<file path="src/rtl/txr_pkg.sv">
package txr_pkg;

    // Engine states
    typedef enum logic [2:0] {
        ST_IDLE,
        ST_FETCH,
        ST_SEND,
        ST_WAIT_CPL,
        ST_POST
    } eng_state_e;

    // Word select within a slot
    typedef enum logic [1:0] {
        SEL_ADDR = 2'd0,
        SEL_LEN  = 2'd1,
        SEL_STAT = 2'd2,
        SEL_NONE = 2'd3
    } reg_sel_e;

    // Flag positions in the address word
    localparam int EN_BIT   = 0;
    localparam int DONE_BIT = 1;

    // Status word layout (bits 7:0)
    typedef struct packed {
        logic [3:0] ccount;
        logic [1:0] rsvd;
        logic       excol;
        logic       abort;
    } tx_stat_t;

endpackage

</file>
<file path="src/rtl/txr_slot.sv">
module txr_slot
    import txr_pkg::*;
#(
    parameter int ADDR_W = 32,
    parameter int OFF_W  = 11,
    parameter int LEN_W  = 11
) (
    input  logic                    clk,
    input  logic                    rst,
    input  logic                    wr_addr,
    input  logic                    wr_len,
    input  logic                    wr_stat,
    input  logic [ADDR_W-1:0]       wdata,
    input  logic                    post,
    input  tx_stat_t                post_stat,
    output logic [ADDR_W-OFF_W-1:0] base,
    output logic                    en,
    output logic                    done,
    output logic [LEN_W-1:0]        len,
    output tx_stat_t                stat
);

    // Address word and status: the engine's post wins over software
    always_ff @(posedge clk) begin
        if (rst) begin
            base <= '0;
            en   <= 1'b0;
            done <= 1'b0;
            stat <= '0;
        end else if (post) begin
            en   <= 1'b0;
            done <= 1'b1;
            stat <= post_stat;
        end else begin
            if (wr_addr) begin
                base <= wdata[ADDR_W-1:OFF_W];
                en   <= wdata[EN_BIT];
                done <= 1'b0;
            end
            if (wr_stat) begin
                stat <= '0;
            end
        end
    end

    // Length word: software only
    always_ff @(posedge clk) begin
        if (rst) begin
            len <= '0;
        end else if (wr_len) begin
            len <= wdata[LEN_W-1:0];
        end
    end

endmodule

</file>
<file path="src/rtl/txr_slot_bank.sv">
module txr_slot_bank
    import txr_pkg::*;
#(
    parameter int NUM_SLOTS = 4,
    parameter int SLOT_W    = 2,
    parameter int ADDR_W    = 32,
    parameter int OFF_W     = 11,
    parameter int LEN_W     = 11
) (
    input  logic                    clk,
    input  logic                    rst,
    input  logic                    reg_we,
    input  logic [SLOT_W+1:0]       reg_addr,
    input  logic [ADDR_W-1:0]       reg_wdata,
    output logic [ADDR_W-1:0]       reg_rdata,
    input  logic [SLOT_W-1:0]       cur_slot,
    input  logic                    post,
    input  tx_stat_t                post_stat,
    output logic [ADDR_W-OFF_W-1:0] sel_base,
    output logic                    sel_en,
    output logic [LEN_W-1:0]        sel_len,
    output logic [NUM_SLOTS-1:0]    en_vec,
    output logic [NUM_SLOTS-1:0]    done_vec
);

    localparam int BASE_W = ADDR_W - OFF_W;
    localparam int PAD_W  = OFF_W - 2 - SLOT_W;

    logic [SLOT_W-1:0] acc_slot;
    reg_sel_e          acc_sel;
    logic [BASE_W-1:0] base_a [NUM_SLOTS];
    logic [LEN_W-1:0]  len_a  [NUM_SLOTS];
    tx_stat_t          stat_a [NUM_SLOTS];

    assign acc_slot = reg_addr[SLOT_W+1:2];
    assign acc_sel  = reg_sel_e'(reg_addr[1:0]);

    for (genvar g = 0; g < NUM_SLOTS; g++) begin : g_slot
        logic hit;
        assign hit = reg_we && (acc_slot == SLOT_W'(g));

        txr_slot #(
            .ADDR_W(ADDR_W),
            .OFF_W (OFF_W),
            .LEN_W (LEN_W)
        ) u_slot (
            .clk      (clk),
            .rst      (rst),
            .wr_addr  (hit && (acc_sel == SEL_ADDR)),
            .wr_len   (hit && (acc_sel == SEL_LEN)),
            .wr_stat  (hit && (acc_sel == SEL_STAT)),
            .wdata    (reg_wdata),
            .post     (post && (cur_slot == SLOT_W'(g))),
            .post_stat(post_stat),
            .base     (base_a[g]),
            .en       (en_vec[g]),
            .done     (done_vec[g]),
            .len      (len_a[g]),
            .stat     (stat_a[g])
        );
    end

    // Fields of the slot the engine is looking at
    assign sel_base = base_a[cur_slot];
    assign sel_en   = en_vec[cur_slot];
    assign sel_len  = len_a[cur_slot];

    // Read mux
    always_comb begin
        unique case (acc_sel)
            SEL_ADDR: reg_rdata = {base_a[acc_slot], {PAD_W{1'b0}}, cur_slot,
                                   done_vec[acc_slot], en_vec[acc_slot]};
            SEL_LEN:  reg_rdata = ADDR_W'(len_a[acc_slot]);
            SEL_STAT: reg_rdata = ADDR_W'(stat_a[acc_slot]);
            default:  reg_rdata = '0;
        endcase
    end

endmodule

</file>
<file path="src/rtl/txr_engine.sv">
module txr_engine
    import txr_pkg::*;
#(
    parameter int NUM_SLOTS = 4,
    parameter int SLOT_W    = 2,
    parameter int ADDR_W    = 32,
    parameter int OFF_W     = 11,
    parameter int LEN_W     = 11,
    parameter int BYTE_W    = 8
) (
    input  logic                    clk,
    input  logic                    rst,
    input  logic                    sel_en,
    input  logic [ADDR_W-OFF_W-1:0] sel_base,
    input  logic [LEN_W-1:0]        sel_len,
    output logic                    mem_req,
    output logic [ADDR_W-1:0]       mem_addr,
    input  logic                    mem_ack,
    input  logic [BYTE_W-1:0]       mem_rdata,
    output logic                    tx_valid,
    output logic [BYTE_W-1:0]       tx_data,
    output logic                    tx_last,
    input  logic                    tx_ready,
    input  logic                    cpl_valid,
    input  tx_stat_t                cpl_stat,
    output logic                    post,
    output tx_stat_t                post_stat,
    output logic [SLOT_W-1:0]       cur_slot
);

    localparam logic [SLOT_W-1:0] LAST_SLOT = SLOT_W'(NUM_SLOTS - 1);

    eng_state_e                state, nxt;
    logic [ADDR_W-OFF_W-1:0]   base_q;
    logic [LEN_W-1:0]          len_q;
    logic [LEN_W-1:0]          cnt;
    logic [BYTE_W-1:0]         byte_q;
    tx_stat_t                  stat_q;
    logic                      last_byte;

    assign last_byte = (cnt == len_q - 1'b1);

    // State register
    always_ff @(posedge clk) begin
        if (rst) begin
            state <= ST_IDLE;
        end else begin
            state <= nxt;
        end
    end

    // Next state
    always_comb begin
        nxt = state;
        unique case (state)
            ST_IDLE: begin
                if (sel_en) begin
                    nxt = (sel_len == '0) ? ST_POST : ST_FETCH;
                end
            end
            ST_FETCH: begin
                if (mem_ack) begin
                    nxt = ST_SEND;
                end
            end
            ST_SEND: begin
                if (tx_ready) begin
                    nxt = last_byte ? ST_WAIT_CPL : ST_FETCH;
                end
            end
            ST_WAIT_CPL: begin
                if (cpl_valid) begin
                    nxt = ST_POST;
                end
            end
            ST_POST: nxt = ST_IDLE;
            default: nxt = ST_IDLE;
        endcase
    end

    // Outputs
    always_comb begin
        mem_req   = 1'b0;
        tx_valid  = 1'b0;
        tx_last   = 1'b0;
        post      = 1'b0;
        unique case (state)
            ST_FETCH: mem_req = 1'b1;
            ST_SEND: begin
                tx_valid = 1'b1;
                tx_last  = last_byte;
            end
            ST_POST: post = 1'b1;
            default: ;
        endcase
        mem_addr  = {base_q, cnt};
        tx_data   = byte_q;
        post_stat = stat_q;
    end

    // Datapath
    always_ff @(posedge clk) begin
        if (rst) begin
            base_q   <= '0;
            len_q    <= '0;
            cnt      <= '0;
            byte_q   <= '0;
            stat_q   <= '0;
            cur_slot <= '0;
        end else begin
            case (state)
                ST_IDLE: begin
                    if (sel_en) begin
                        base_q <= sel_base;
                        len_q  <= sel_len;
                        cnt    <= '0;
                        stat_q <= '0;
                    end
                end
                ST_FETCH: begin
                    if (mem_ack) begin
                        byte_q <= mem_rdata;
                    end
                end
                ST_SEND: begin
                    if (tx_ready) begin
                        cnt <= cnt + 1'b1;
                    end
                end
                ST_WAIT_CPL: begin
                    if (cpl_valid) begin
                        stat_q <= cpl_stat;
                    end
                end
                ST_POST: begin
                    cur_slot <= (cur_slot == LAST_SLOT) ? '0 : cur_slot + 1'b1;
                end
                default: ;
            endcase
        end
    end

endmodule

</file>
<file path="src/rtl/txdesc_ring_engine.sv">
module txdesc_ring_engine
    import txr_pkg::*;
#(
    parameter int NUM_SLOTS = 4,
    parameter int ADDR_W    = 32,
    parameter int BUF_BYTES = 2048,
    parameter int BYTE_W    = 8
) (
    input  logic        clk,
    input  logic        rst,
    input  logic        reg_we,
    input  logic [3:0]  reg_addr,
    input  logic [31:0] reg_wdata,
    output logic [31:0] reg_rdata,
    output logic        mem_req,
    output logic [31:0] mem_addr,
    input  logic        mem_ack,
    input  logic [7:0]  mem_rdata,
    output logic        tx_valid,
    output logic [7:0]  tx_data,
    output logic        tx_last,
    input  logic        tx_ready,
    input  logic        cpl_valid,
    input  logic        cpl_abort,
    input  logic        cpl_excol,
    input  logic [3:0]  cpl_ccount
);

    localparam int SLOT_W = $clog2(NUM_SLOTS);
    localparam int OFF_W  = $clog2(BUF_BYTES);
    localparam int LEN_W  = OFF_W;

    logic [SLOT_W-1:0]       cur_slot;
    logic [NUM_SLOTS-1:0]    en_vec;
    logic [NUM_SLOTS-1:0]    done_vec;
    logic                    post;
    tx_stat_t                post_stat;
    tx_stat_t                cpl_stat;
    logic [ADDR_W-OFF_W-1:0] sel_base;
    logic                    sel_en;
    logic [LEN_W-1:0]        sel_len;

    always_comb begin
        cpl_stat.ccount = cpl_ccount;
        cpl_stat.rsvd   = 2'b00;
        cpl_stat.excol  = cpl_excol;
        cpl_stat.abort  = cpl_abort;
    end

    txr_slot_bank #(
        .NUM_SLOTS(NUM_SLOTS),
        .SLOT_W   (SLOT_W),
        .ADDR_W   (ADDR_W),
        .OFF_W    (OFF_W),
        .LEN_W    (LEN_W)
    ) u_bank (
        .clk      (clk),
        .rst      (rst),
        .reg_we   (reg_we),
        .reg_addr (reg_addr),
        .reg_wdata(reg_wdata),
        .reg_rdata(reg_rdata),
        .cur_slot (cur_slot),
        .post     (post),
        .post_stat(post_stat),
        .sel_base (sel_base),
        .sel_en   (sel_en),
        .sel_len  (sel_len),
        .en_vec   (en_vec),
        .done_vec (done_vec)
    );

    txr_engine #(
        .NUM_SLOTS(NUM_SLOTS),
        .SLOT_W   (SLOT_W),
        .ADDR_W   (ADDR_W),
        .OFF_W    (OFF_W),
        .LEN_W    (LEN_W),
        .BYTE_W   (BYTE_W)
    ) u_engine (
        .clk      (clk),
        .rst      (rst),
        .sel_en   (sel_en),
        .sel_base (sel_base),
        .sel_len  (sel_len),
        .mem_req  (mem_req),
        .mem_addr (mem_addr),
        .mem_ack  (mem_ack),
        .mem_rdata(mem_rdata),
        .tx_valid (tx_valid),
        .tx_data  (tx_data),
        .tx_last  (tx_last),
        .tx_ready (tx_ready),
        .cpl_valid(cpl_valid),
        .cpl_stat (cpl_stat),
        .post     (post),
        .post_stat(post_stat),
        .cur_slot (cur_slot)
    );

endmodule

</file>
<file path="config.mk">
export PLATFORM = sky130hd
export DESIGN_NAME = txdesc_ring_engine
export DESIGN_NICKNAME = d
export VERILOG_FILES = /design/src/rtl/txr_pkg.sv /design/src/rtl/txr_slot.sv /design/src/rtl/txr_slot_bank.sv /design/src/rtl/txr_engine.sv /design/src/rtl/txdesc_ring_engine.sv
export SDC_FILE = /design/constraint.sdc
export NUM_CORES = 1
export LEC_CHECK = 0
export BUFFER_PORTS_ARGS = -buffer_cell sky130_fd_sc_hd__buf_2
export CORE_ASPECT_RATIO = 1.1
export CORE_MARGIN = 4
export CORE_UTILIZATION = 45
export DETAILED_ROUTE_END_ITERATION = 12
export SYNTH_ARGS = -nofsm -noshare
export SYNTH_HDL_FRONTEND = slang
export SYNTH_HIERARCHICAL = 1
export SYNTH_SLANG_ARGS = --single-unit
</file>
<file path="constraint.sdc">
create_clock -name clk -period 5.8 [get_ports clk]
set_input_delay 0.58 -clock clk [delete_from_list [all_inputs] [get_ports clk]]
set_output_delay 0.58 -clock clk [all_outputs]
set_load 0.03 [all_outputs]
</file>
==> impl_metrics.toml <==
[yosys]
ys_top_cells_by_area = "dfxtp_1 (39%), mux4_2 (14%), nand4bb_1 (7.9%)"
yosysWarnings = 6
synth_top_cells_by_count = "dfxtp_1 (232), nand2_1 (123), nand2b_1 (95)"
synth_seq_cells = 232
yosysMostFrequentCell = "dfxtp_1"
avgSynthCellArea_um2 = 9.76
syn_area_um2 = 11900
synth.top_cell.area_share = 0.389
yosysUniqueCellTypes = 57
synthFlopType = "dfxtp_1"
yosysSeqAreaShare = 0.389
async_reset_ff_frac = 0
synthCells = 1224
yosysTopAreaCell = "dfxtp_1"
synth_edf_count = 0

[critical_path]
worstPathArrival_ns = 2.99
end_kind = "primary output"
path_class = "flip-flop to primary output"
crit_chain = "inv_1 -> ha_1 -> or4b_4 -> nor3_2 -> xnor2_1 -> or4_4 -> nor3_1 -> buf_2"
r2r_slack_ns = 2.56
critPathMaxFanout = 5
startpoint_type = "flip-flop"
cp_slowest_stage_delay_ns = 0.56
r2r_cells = 6
critPathRequiredTime_ns = 5.22
crit_slowest_cell = "or4_4"
r2r-end = "u_bank/g_slot[3].u_slot/base[4]$_SDFFE_PP0P_"
timing.rr.start = "u_engine/state[2]$_SDFFE_PP0P_"

[cts]
clk_latency_ns = 0.53
clkSlewWorstSetupHoldPaths_ns = 0.06
hold_buffers = 0
numCtsBuffers = 27
clock_path_buffers = 3
clock_sinks = 232
clock-root-buffer = "clkbuf_16"
h-tree-depth = 1
post_cts_buffers = 0
cts_tree = "yes"
cts_resized = 0

[floorplanning]
fp.coreArea_um2 = 26100
start_util = 0.457
io_pins = 131
die_y_um = 179
die_w_um = 163
num_rows = 62
die_area_um2 = 29200

[routing]
drc = 0
dr.first_iter.drc_count = 675
dr.pass1.iters = 7
ant_nets = 0
wl_per_cell_um = 20.1
vias = 9526
wl_um = 33500
routed_via_density = 5.71

[cells_and_area]
drive_above_1_share = 0.223
num_antenna_cells = 0
fin_area_um2 = 13700
final_cells = 1669
fin_util = 0.524
final_net_count = 1357
fillCellCount = 2413
area_growth_pct = 14.6

[timing]
tns_ns = 0
slew_headroom = 0.335
period_needed_ns = 3.57
worst_pin_slew_ns = 0.984
finalSetupViolCount = 0
rsz0062_at_grt = "false"
slew_violations = 0
holdWs_ns = 0.294
skew_ns = 0.0173
setup_ws_ns = 2.23
hold_viol = 0
fmax_mhz = 280
period_share = 0.616

[power]
swShare = 0.223
ir_drop_uv = 179
leakagePower_nw = 4.68
power_frac_comb = 0.053
p_per_area_nw_per_um2 = 260
intPower_mw = 2.77
p_switching_mw = 0.795
clockPowerShare = 0.494
p_seq_frac = 0.453
power.total_mw = 3.57

[placed_design]
routabilityCongestion = 0.841
dpl.hpwl_um = 21100
dp.cells = 1621
io_buffers = 130
dpl_cell_area_um2 = 12800
pre_cts_ws_ns = 2.26

[global_routing]
grt_use_total = 0.226
grt_pass1_vias = 9119
grt_overflow_total = 0
grt_pass1_wl_um = 52600
antenna_found_initial = 1
grt_max_degree = 170

[run]
maxCapViolCount = 0

[worst_hold_path]
worstHoldPathCells = 3
hold_end = "u_engine/tx_data[2]$_SDFFE_PP0P_"
hp-class = "input pin to flip-flop"
min_from = "mem_rdata[2]"

[outcome]
status = "finished, final reports clean"
-- registers in the layout, indices dropped and copies added, names as in the netlist, 4 cells and up --
register and cells:
u_engine/cnt 11, u_engine/tx_data 8, u_bank/g_slot.u_slot/done 4, u_bank/g_slot.u_slot/base 84, u_engine/post_stat 8, u_engine/len_q 11
u_bank/g_slot.u_slot/len 44, u_bank/g_slot.u_slot/stat 32, u_engine/base_q 21, u_bank/g_slot.u_slot/en 4
-- power by group through the flow --
stage	Combinational, mW	Clock, mW	Sequential (mW)
final	0.189	1.76	1.62
after global routing	0.204	1.86	1.62
after CTS	0.189	1.80	1.61
after detailed placement	0.188	0	1.65
after global placement	0.187	0	1.65
after floorplan	0.126	0	1.65
-- cell type report --
type / count / area [um2] / area share
Multi-Input combinational cell: 846 / 6690 / 0.489
Inverter: 34 / 128 / 0.00932
Tap cell: 352 / 440 / 0.0322
Sequential cell: 232 / 4650 / 0.339
Timing Repair Buffer: 157 / 860 / 0.0628
Clock inverter: 12 / 163 / 0.0119
Clock buffer: 36 / 759 / 0.0555
-- layer usage --
| metal | wire length, um | global-route usage | share of wire |
|---|---|---|---|
| met1 | 15300 | 0.319 | 0.46 |
| met2 | 15900 | 0.372 | 0.47 |
| met3 | 1730 | 0.0306 | 0.052 |
| met4 | 578 | 0.0503 | 0.017 |
| met5 | 13 | 0 | 0.00039 |
-- worst max-delay path: cells and delay by family, from the launching register on --
kind,cells,cell delay (ns)
simple gates,4,1.52
fa+ha+maj,1,0.19
buf+inv,2,0.31
flops,1,0.35
xor+xnor,1,0.10
-- logic make-up (layout without fill, tap and decap cells) --
logic type | count (synthesis) | after routing | share of synthesized area
mux | 130 | 130 | 0.187
flops | 232 | 232 | 0.389
buf+inv | 147 | 239 | 0.0549
fa+ha+maj | 3 | 3 | 0.00314
compound gates | 207 | 207 | 0.0996
xor+xnor | 22 | 22 | 0.0161
simple gates | 482 | 482 | 0.250
other cells | 1 | 2 | 0.000314
-- layout by cell type (no fill, tap or decap), types with 28 or more instances in the layout --
cell       instances
a21oi_1           66
dfxtp_1          230
nand2b_1          95
mux2i_1           55
nor2b_1           28
nand4bb_1         84
mux4_2            75
o21ai_1           38
buf_2            129
nor2_1            72
o21ai_0           61
inv_1             34
nand2_1          123
-- worst max path at each step --
stage | to | startpoint | slack [ns]
6_report | tx_last | u_engine/len_q[0]$_SDFFE_PP0P_ | 2.23
5_1_grt | tx_last | u_engine/len_q[0]$_SDFFE_PP0P_ | 2.04
4_1_cts | tx_last | u_engine/len_q[0]$_SDFFE_PP0P_ | 2.22
3_5_place_dp | reg_rdata[0] | reg_addr[2] | 2.26
3_3_place_gp | reg_rdata[0] | reg_addr[2] | 2.28
2_1_floorplan | tx_last | u_engine/state[2]$_SDFFE_PP0P_ | 2.58
No activity file was read; power rests on OpenSTA's default activity.
